`src/rtl/dmacl_pkg.sv`:
```
package dmacl_pkg;

  typedef enum logic {
    OP_ADD = 1'b0,
    OP_SUB = 1'b1
  } acc_op_e;

  function automatic int lane_count(input int reg_w, input int lane_w);
    return reg_w / (2 * lane_w);
  endfunction

endpackage

```
`src/rtl/dmacl_src_pick.sv`:
```
module dmacl_src_pick #(
  parameter int REG_W  = 128,
  parameter int LANE_W = 16
) (
  input  logic                                                      half_sel,
  input  logic [REG_W-1:0]                                          src,
  output logic [dmacl_pkg::lane_count(REG_W, LANE_W)-1:0][LANE_W-1:0] lanes
);
  localparam int HALF_W = REG_W / 2;
  localparam int NL     = dmacl_pkg::lane_count(REG_W, LANE_W);

  logic [HALF_W-1:0] half_lo;
  logic [HALF_W-1:0] half_hi;

  assign half_lo = src[HALF_W-1:0];
  assign half_hi = src[REG_W-1:HALF_W];

  for (genvar i = 0; i < NL; i++) begin : g_lane
    assign lanes[i] = half_sel ? half_hi[i*LANE_W +: LANE_W]
                               : half_lo[i*LANE_W +: LANE_W];
  end

endmodule

```
`src/rtl/dmacl_lane.sv`:
```
module dmacl_lane #(
  parameter int LANE_W = 16
) (
  input  logic                  clk,
  input  logic                  rst_n,
  input  logic                  cap1,
  input  logic                  cap2,
  input  logic                  sub_s1,
  input  logic [LANE_W-1:0]     opa,
  input  logic [LANE_W-1:0]     opb,
  input  logic [2*LANE_W-1:0]   acc,
  output logic                  lane_clip,
  output logic [2*LANE_W-1:0]   res
);
  localparam int RW = 2 * LANE_W;
  localparam logic signed [RW-1:0]   POS_MAX  = {1'b0, {(RW-1){1'b1}}};
  localparam logic signed [RW-1:0]   NEG_MIN  = {1'b1, {(RW-1){1'b0}}};
  localparam logic signed [RW+1:0]   WIDE_MAX = {3'b000, {(RW-1){1'b1}}};
  localparam logic [LANE_W-1:0]      SRC_MIN  = {1'b1, {(LANE_W-1){1'b0}}};

  // {clip, value}: doubled product clamped to the wide signed range
  function automatic logic [RW:0] dbl_prod(input logic [LANE_W-1:0] x,
                                           input logic [LANE_W-1:0] y);
    logic signed [RW+1:0] xe;
    logic signed [RW+1:0] ye;
    logic signed [RW+1:0] full;
    xe   = {{(RW+2-LANE_W){x[LANE_W-1]}}, x};
    ye   = {{(RW+2-LANE_W){y[LANE_W-1]}}, y};
    full = (xe * ye) <<< 1;
    if (full > WIDE_MAX) return {1'b1, POS_MAX};
    return {1'b0, full[RW-1:0]};
  endfunction

  // {clip, value}: accumulate with clamp to the wide signed range
  function automatic logic [RW:0] acc_sat(input logic [RW-1:0] a,
                                          input logic [RW-1:0] p,
                                          input logic          sub);
    logic [RW:0] ae;
    logic [RW:0] pe;
    logic [RW:0] s;
    ae = {a[RW-1], a};
    pe = {p[RW-1], p};
    s  = sub ? (ae - pe) : (ae + pe);
    if (s[RW] != s[RW-1]) return {1'b1, (s[RW] ? NEG_MIN : POS_MAX)};
    return {1'b0, s[RW-1:0]};
  endfunction

  // stage 1: doubled, clamped product
  logic [RW:0]   prod_now;
  logic          prod_clip;
  logic [RW-1:0] p1;
  logic          pclip1;
  logic [RW-1:0] acc1;

  assign prod_now  = dbl_prod(opa, opb);
  assign prod_clip = prod_now[RW];

  always_ff @(posedge clk or negedge rst_n) begin
    if (!rst_n) begin
      p1     <= '0;
      pclip1 <= 1'b0;
      acc1   <= '0;
    end else if (cap1) begin
      p1     <= prod_now[RW-1:0];
      pclip1 <= prod_clip;
      acc1   <= acc;
    end
  end

  // stage 2: accumulate and clamp
  logic [RW:0] acc_now;
  logic        acc_clip;

  assign acc_now   = acc_sat(acc1, p1, sub_s1);
  assign acc_clip  = acc_now[RW];
  assign lane_clip = pclip1 | acc_clip;

  always_ff @(posedge clk or negedge rst_n) begin
    if (!rst_n) res <= '0;
    else if (cap2) res <= acc_now[RW-1:0];
  end

  a_r2_min_pair_clamps: assert property (@(posedge clk) disable iff (!rst_n)
    (cap1 && opa == SRC_MIN && opb == SRC_MIN) |=> (pclip1 && p1 == POS_MAX));

  a_r2_only_min_pair: assert property (@(posedge clk) disable iff (!rst_n)
    (cap1 && !(opa == SRC_MIN && opb == SRC_MIN)) |=> !pclip1);

  a_r4_clamp_to_rail: assert property (@(posedge clk) disable iff (!rst_n)
    (cap2 && acc_clip) |=> (res == POS_MAX || res == NEG_MIN));

  a_r8_res_holds: assert property (@(posedge clk) disable iff (!rst_n)
    !cap2 |=> $stable(res));

endmodule

```
`src/rtl/dmacl_sticky.sv`:
```
module dmacl_sticky (
  input  logic clk,
  input  logic rst_n,
  input  logic set_i,
  input  logic clr_i,
  output logic flag_o
);

  always_ff @(posedge clk or negedge rst_n) begin
    if (!rst_n)      flag_o <= 1'b0;
    else if (set_i)  flag_o <= 1'b1;
    else if (clr_i)  flag_o <= 1'b0;
  end

  a_r5_set_raises: assert property (@(posedge clk) disable iff (!rst_n)
    set_i |=> flag_o);

  a_r6_clear_drops: assert property (@(posedge clk) disable iff (!rst_n)
    (clr_i && !set_i) |=> !flag_o);

  a_r6_holds: assert property (@(posedge clk) disable iff (!rst_n)
    (!clr_i && !set_i) |=> $stable(flag_o));

endmodule

```
`src/rtl/dmacl_top.sv`:
```
module dmacl_top #(
  parameter int REG_W  = 128,
  parameter int LANE_W = 16
) (
  input  logic             clk,
  input  logic             rst_n,
  input  logic             in_valid,
  input  logic             half_sel,
  input  logic             op_sub,
  input  logic [REG_W-1:0] src_a,
  input  logic [REG_W-1:0] src_b,
  input  logic [REG_W-1:0] acc_in,
  input  logic             flag_clr,
  output logic             out_valid,
  output logic [REG_W-1:0] result,
  output logic             sat_flag
);
  import dmacl_pkg::*;

  localparam int NL = lane_count(REG_W, LANE_W);
  localparam int RW = 2 * LANE_W;

  logic [NL-1:0][LANE_W-1:0] lanes_a;
  logic [NL-1:0][LANE_W-1:0] lanes_b;

  dmacl_src_pick #(.REG_W(REG_W), .LANE_W(LANE_W)) u_pick_a (
    .half_sel (half_sel),
    .src      (src_a),
    .lanes    (lanes_a)
  );

  dmacl_src_pick #(.REG_W(REG_W), .LANE_W(LANE_W)) u_pick_b (
    .half_sel (half_sel),
    .src      (src_b),
    .lanes    (lanes_b)
  );

  // valid and operation travel beside the data
  logic    v1;
  acc_op_e op1;

  always_ff @(posedge clk or negedge rst_n) begin
    if (!rst_n) begin
      v1        <= 1'b0;
      op1       <= OP_ADD;
      out_valid <= 1'b0;
    end else begin
      v1        <= in_valid;
      out_valid <= v1;
      if (in_valid) op1 <= op_sub ? OP_SUB : OP_ADD;
    end
  end

  logic [NL-1:0] lane_clip;

  for (genvar i = 0; i < NL; i++) begin : g_lane
    logic [RW-1:0] lane_res;
    dmacl_lane #(.LANE_W(LANE_W)) u_lane (
      .clk       (clk),
      .rst_n     (rst_n),
      .cap1      (in_valid),
      .cap2      (v1),
      .sub_s1    (op1 == OP_SUB),
      .opa       (lanes_a[i]),
      .opb       (lanes_b[i]),
      .acc       (acc_in[i*RW +: RW]),
      .lane_clip (lane_clip[i]),
      .res       (lane_res)
    );
    assign result[i*RW +: RW] = lane_res;
  end

  logic sticky_set;
  assign sticky_set = v1 && (|lane_clip);

  dmacl_sticky u_sticky (
    .clk    (clk),
    .rst_n  (rst_n),
    .set_i  (sticky_set),
    .clr_i  (flag_clr),
    .flag_o (sat_flag)
  );

  a_r8_stage1_follows: assert property (@(posedge clk) disable iff (!rst_n)
    in_valid |=> v1);

  a_r8_out_follows: assert property (@(posedge clk) disable iff (!rst_n)
    v1 |=> out_valid);

  a_r8_no_spurious_out: assert property (@(posedge clk) disable iff (!rst_n)
    !v1 |=> !out_valid);

endmodule

```
`config.mk`:
```
export PLATFORM = sky130hd
export DESIGN_NAME = dmacl_top
export DESIGN_NICKNAME = d
export VERILOG_FILES = /design/src/rtl/dmacl_pkg.sv /design/src/rtl/dmacl_src_pick.sv /design/src/rtl/dmacl_lane.sv /design/src/rtl/dmacl_sticky.sv /design/src/rtl/dmacl_top.sv
export SDC_FILE = /design/constraint.sdc
export NUM_CORES = 2
export LEC_CHECK = 0
export BUFFER_PORTS_ARGS = -buffer_cell sky130_fd_sc_hd__buf_4
export CORE_MARGIN = 3
export CORE_UTILIZATION = 57
export CTS_CLUSTER_DIAMETER = 30
export DETAILED_ROUTE_END_ITERATION = 10
export GPL_ROUTABILITY_DRIVEN = 1
export HOLD_SLACK_MARGIN = 0.02
export PLACE_DENSITY = 0.8
export SETUP_SLACK_MARGIN = 0.05
export SLEW_MARGIN = 0
export SYNTH_ARGS = -nofsm -noshare
export SYNTH_HDL_FRONTEND = slang
export SYNTH_SLANG_ARGS = --single-unit
```
`constraint.sdc`:
```
create_clock -name clk -period 5.8 [get_ports clk]
set_input_delay 0 -clock clk [delete_from_list [all_inputs] [get_ports clk]]
set_output_delay 0 -clock clk [all_outputs]
set_load 0.05 [all_outputs]
```
# Word-level counts from Yosys, hierarchy flattened
# Cells that the tools add are included.
# word_totals
ff_bits	392
input_bits	390
output_inout_bits	130
word_cells	90
# classes
addsub	8
n_mul	4
magnitude_cmp	4
n_eq_ne	4
mux	43
bitwise_logic	4
reduce_logical	3
# ops
operator	count
two-way mux 33 bit	20
> comparator 34 x 32 -> 1 bit, second input constant	4
adder 32 x 32 -> 33 bit	4
subtractor 32 x 32 -> 33 bit	4
multiplier 16 x 16 -> 32 bit	4
two-way mux 16 bit	8
two-way mux 32 bit	4
two-way mux 1 bit	11
inequality test 1 bit	4
bitwise OR 1 bit	4
OR reduction 4 bit	1
nonzero test 2 bit	1
logical AND 1 bit	1

# Depth between registers and ports, before layout
# depth
word_depth	9
depth_mapped	30
depth_no_buf	24

# By module
# Synthesis repeated with hierarchy kept, for this count alone.
# hier_totals
cells_unflattened	7278
hier_area_um2	67044.3
# by_module_without_submodules
mod	instances	cells_per_inst	area_per_inst_um2	seq_area_each_um2
dmacl_lane (g_lane[1].u_lane)	1	1788	16356.9	2402.3
dmacl_lane (g_lane[0].u_lane)	1	1813	16215.6	2402.3
dmacl_lane (g_lane[3].u_lane)	1	1774	16136.7	2402.3
dmacl_lane (g_lane[2].u_lane)	1	1753	16046.6	2402.3
dmacl_src_pick	2	71	1077.3	0.0
dmacl_top	1	5	97.6	75.1
dmacl_sticky	1	3	36.3	25.0

# Least setup slack after synthesis
# No wires, ideal clock.
# synth_timing
kind	in2reg
from	input port half_sel
to	register g_lane[2].u_lane.p1[3]
setup_ps	65
arrival_ps	7911
required_time_ps	5735
slack_ps	-2176
path_stages	24
path_buffers	4
path_cell_list	clkbuf_1 > buf_1 > clkbuf_1 > mux2i_1 > nor2_1 > fa_1 > fa_1 > fa_1 > fa_1 > fa_1 > inv_1 > fa_1 > inv_1 > ha_1 > and3_1 > a221oi_1 > o21ai_0 > and2_1 > or3_1 > a2111oi_0 > nor3_1 > and4bb_2 > clkbuf_1 > a211o_1
# synth_via
elab_chain_cells	5
word_cells_on_any_way	6
cone_classes	mul: 1; order compare: 1; mux: 4
# synth_rtl
item	line	text
from (decl)	dmacl_top.sv:8	input logic half_sel,
two-way mux 16 bit	dmacl_src_pick.sv:19	assign lanes[i] = half_sel ? half_hi[i*LANE_W +: LANE_W]
multiplier 16 x 16 -> 32 bit *	dmacl_lane.sv:29	full = (xe * ye) <<< 1;
> comparator 34 x 32 -> 1 bit	dmacl_lane.sv:30	if (full > WIDE_MAX) return {1'b1, POS_MAX};
two-way mux 1 bit	dmacl_lane.sv:30	
two-way mux 33 bit *	dmacl_lane.sv:31	return {1'b0, full[RW-1:0]};
to (signal assigned)	dmacl_lane.sv:64	p1 <= prod_now[RW-1:0];
to (decl)	dmacl_lane.sv:51	logic [RW-1:0] p1;
# Mark *: on every way between the ends. The rest lies on a longest branch, timed or not.
# A chain may end at the register's enable or synchronous reset.

# Final worst setup path
# layout_timing
from	input port half_sel
to	register g_lane[2].u_lane.p1[12]
# The elaborated chain is that of the path after synthesis.

==> impl_results.md <==
* Cell Area, Placed at 78400 um2
* CP Capture Type: flop
* CTS max path bufs at 3
* WS Path Type: in -> reg
* Endpoints failing setup at 158
* Yosys top cell by area: fa_1
* Initial antenna violation count at 23
* Share of the synthesized area in the top cell type at 32.3%
* Pre-antenna DRT Iters at 7
* MaxCap Viol Count at 0
* Most frequent cells after synthesis: inv_1, fa_1, nor2_1, nand2_1, ha_1
* Die width at 344 um
* WP buf/inv at 11
* Num CTS Buffers at 59
* GRT Total Usage at 39.3%
* Die ar. at 118000 um2
* Worst Tran Pin Value at 998 ps
* Placeable Area at between 100000 and 150000 um2
* WL per Instance at 23.0 um
* Synth unique cells at 85
* Async SR Flop Fraction at 100%
* First-pass GRT wire length at between 300 and 400 mm
* Post-DP HPWL at around 180 mm
* Yosys Warn Count at 0
* Clock-pin slew on the worst setup and hold paths at 60 ps
* Post-Layout Inst Area at slightly below 90000 um2
* Row count at 123
* Grt ovf at 0
* Failing checks: negative setup slack
* Period utilisation layout at 107%
* Synthesized Nets at 9137
* Number of register bits inferred by synthesis at 388
* Most frequent cell after synthesis: inv_1
* Most used cell, CP: fa_1
* Startpoint Class: input port
* Hold Vio Cnt, Final at 0
* Sequential share of the synthesized area at 14.9%
* Drt total wl at 241 mm
* CTS tree: yes
* CP peak stage delay at 570 ps
* Min Tclk post-route at 6230 ps
* Clock sinks at 388
* Vias in the first global route at around 62000
* Area grow syn2layout at 33.2%
* Die Y-Extent at 344 um
* Hold crit path type: in -> async
* Worst clock skew at 30.4 ps
* CP max FO at 8
* Post-route ant nets at 0
* CTS H-tree lvls at 2
* RSZ-0062 raised after global routing: yes
* Top delay family on crit path: adder cells
* Slew Viols, Final at 0
* Root Driver: clkbuf_16
* Share of cells above drive strength 1 at 27.9%
* Clk_lat worst skew at between 600 and 700 ps
* Via density at 5.89
* Status: finished, violations left
* Relative slew slack at 33.5%
* Syn Area/Cell at ~9.0 um2
* Final worst slack at -434 ps
* Crit path launch: half_sel
* # DRC at 0
* Largest net degree at the start of global routing at 160
* Synthesized cell area at 65100 um2
* Synth top area cells: fa_1, dfrtp_1, ha_1
* Final #Nets at about 11000
* # IOs at 520
* Worst endpoint data arrival time at between 6000 and 7000 ps
* Max Fclk at around 0.16 GHz
* Synth Instances at 7227
* Top_reg_cell synth: dfrtp_1
* Starting density of the core at 57.6%
* Drt first-iter violations at 6877
* GP Congestion at 1.09
* DR vias at 61693
* Post-synth EDFFs at 0
* Number of port buffers at 519
* CP required at ~6400 ps
* Slowest CP cell: fa_1
* Reg-to-Reg Start: g_lane[0].u_lane.p1[12]
==> worst reg2reg max path, cell delays in order, from the launching register on <==
cell	delay (ps)
dfrtp_1	460
or4_4	620
nor4b_4	440
buf_4	210
a21oi_1	100
xnor2_1	280
ha_2	390
a211oi_2	260
o21ai_1	140
o211ai_1	140
a21oi_1	120
or4_4	500
a221o_1	370
nand3_2	110
mux2_2	340
a2111o_1	330
ha_4	290
inv_2	60
nor3b_4	320
a211oi_1	90
buf_4	160
nor2_1	140
==> final timing paths <==
| check | end | slack, ps | depth (start not counted) |
|---|---|---|---|
| worst min-delay path | g_lane[2].u_lane.acc1[30] | 30 | 3 |
| worst max register to register | g_lane[0].u_lane.res[22] | -190 | 21 |
| worst min register to register | g_lane[2].u_lane.res[21] | 480 | 1 |
| worst max-delay path | g_lane[2].u_lane.p1[12] | -430 | 29 |
| min in group clk | g_lane[0].u_lane.acc1[1] | 150 | 3 |
| max in group asynchronous | g_lane[0].u_lane.p1[1] | 4900 | 3 |
==> flip-flops by register name (all words and copies together), names as in the netlist <==
| name | flops |
|---|---|
| u_sticky.flag_o | 1 |
| g_lane.u_lane.res | 128 |
| g_lane.u_lane.p1 | 128 |
| g_lane.u_lane.acc1 | 128 |
| out_valid | 1 |
| v1 | 1 |
| op1 | 1 |
==> layout by cell type (no fill, tap or decap), types with 36 or more instances in the layout <==
| cell | n |
|---|---|
| a21o_1 | 116 |
| a21oi_1 | 244 |
| a31oi_1 | 88 |
| buf_12 | 51 |
| buf_4 | 1518 |
| buf_6 | 54 |
| clkbuf_16 | 68 |
| dfrtp_1 | 385 |
| dlygate4sd3_1 | 182 |
| fa_1 | 999 |
| fa_2 | 53 |
| ha_1 | 429 |
| inv_1 | 1212 |
| inv_2 | 36 |
| mux2_2 | 175 |
| mux2_4 | 72 |
| mux2i_1 | 90 |
| nand2_1 | 686 |
| nand2_2 | 39 |
| nand2b_1 | 43 |
| nand3_1 | 55 |
| nor2_1 | 825 |
| nor3_1 | 80 |
| o211ai_1 | 46 |
| o21a_1 | 46 |
| o21ai_0 | 184 |
| xnor2_1 | 248 |
| xor2_1 | 86 |
==> cell families after synthesis <==
logic type | synth area share (%)
muxes | 6.56
xor gates and xnor gates | 4.60
DFF | 14.9
AOI/OAI and AO/OA | 10.7
and+or+nand+nor | 13.3
adders and majority gates | 41.3
buffers and inverters | 8.54
==> per-layer routing <==
metal / global-route usage [%] / wire (um)
met1: 56.0 / 97100
met2: 56.8 / 102000
met3: 10.9 / 29600
met4: 15.9 / 12700
met5: 0 / 38
==> what timing repair did <==
action                                  4_1_cts  5_1_grt
gates cloned                                 15       12
endpoints found under the hold margin       212        0
setup buffers                                60       99
hold buffers                                183        0
pin swaps                                    29      199
gates resized for setup                     206      445
endpoints found under the setup margin      170      250
==> per-stage QoR <==
stage          setup TNS (ps)  worst slack (ps)  utilization, %  std cells  hold WS (ps)
2_1_floorplan          -78990              -698               -       7227          -296
3_3_place_gp          -125460             -1080            69.4       9987          16.6
3_5_place_dp          -141070             -1200            69.4       9987          22.0
4_1_cts                -25420              -302            74.4      10357          23.3
5_1_grt                -64140              -631            76.8      10478          50.5
6_report               -40810              -434            76.8      10483          26.1
==> final cells by class <==
cell class                 count  area [um2]
clock buffer                  60        1490
antenna                       21        52.6
clock inverter                52         664
inverter                    1252        4710
fill                        7494       26200
tap                         1500        1880
sequential                   388        9720
timing repair buffer        1848       15800
multi-input combinational   5362       52500
Power is not shown: default switching activity piles up to over one toggle a cycle in this logic, so the estimate is an artifact.
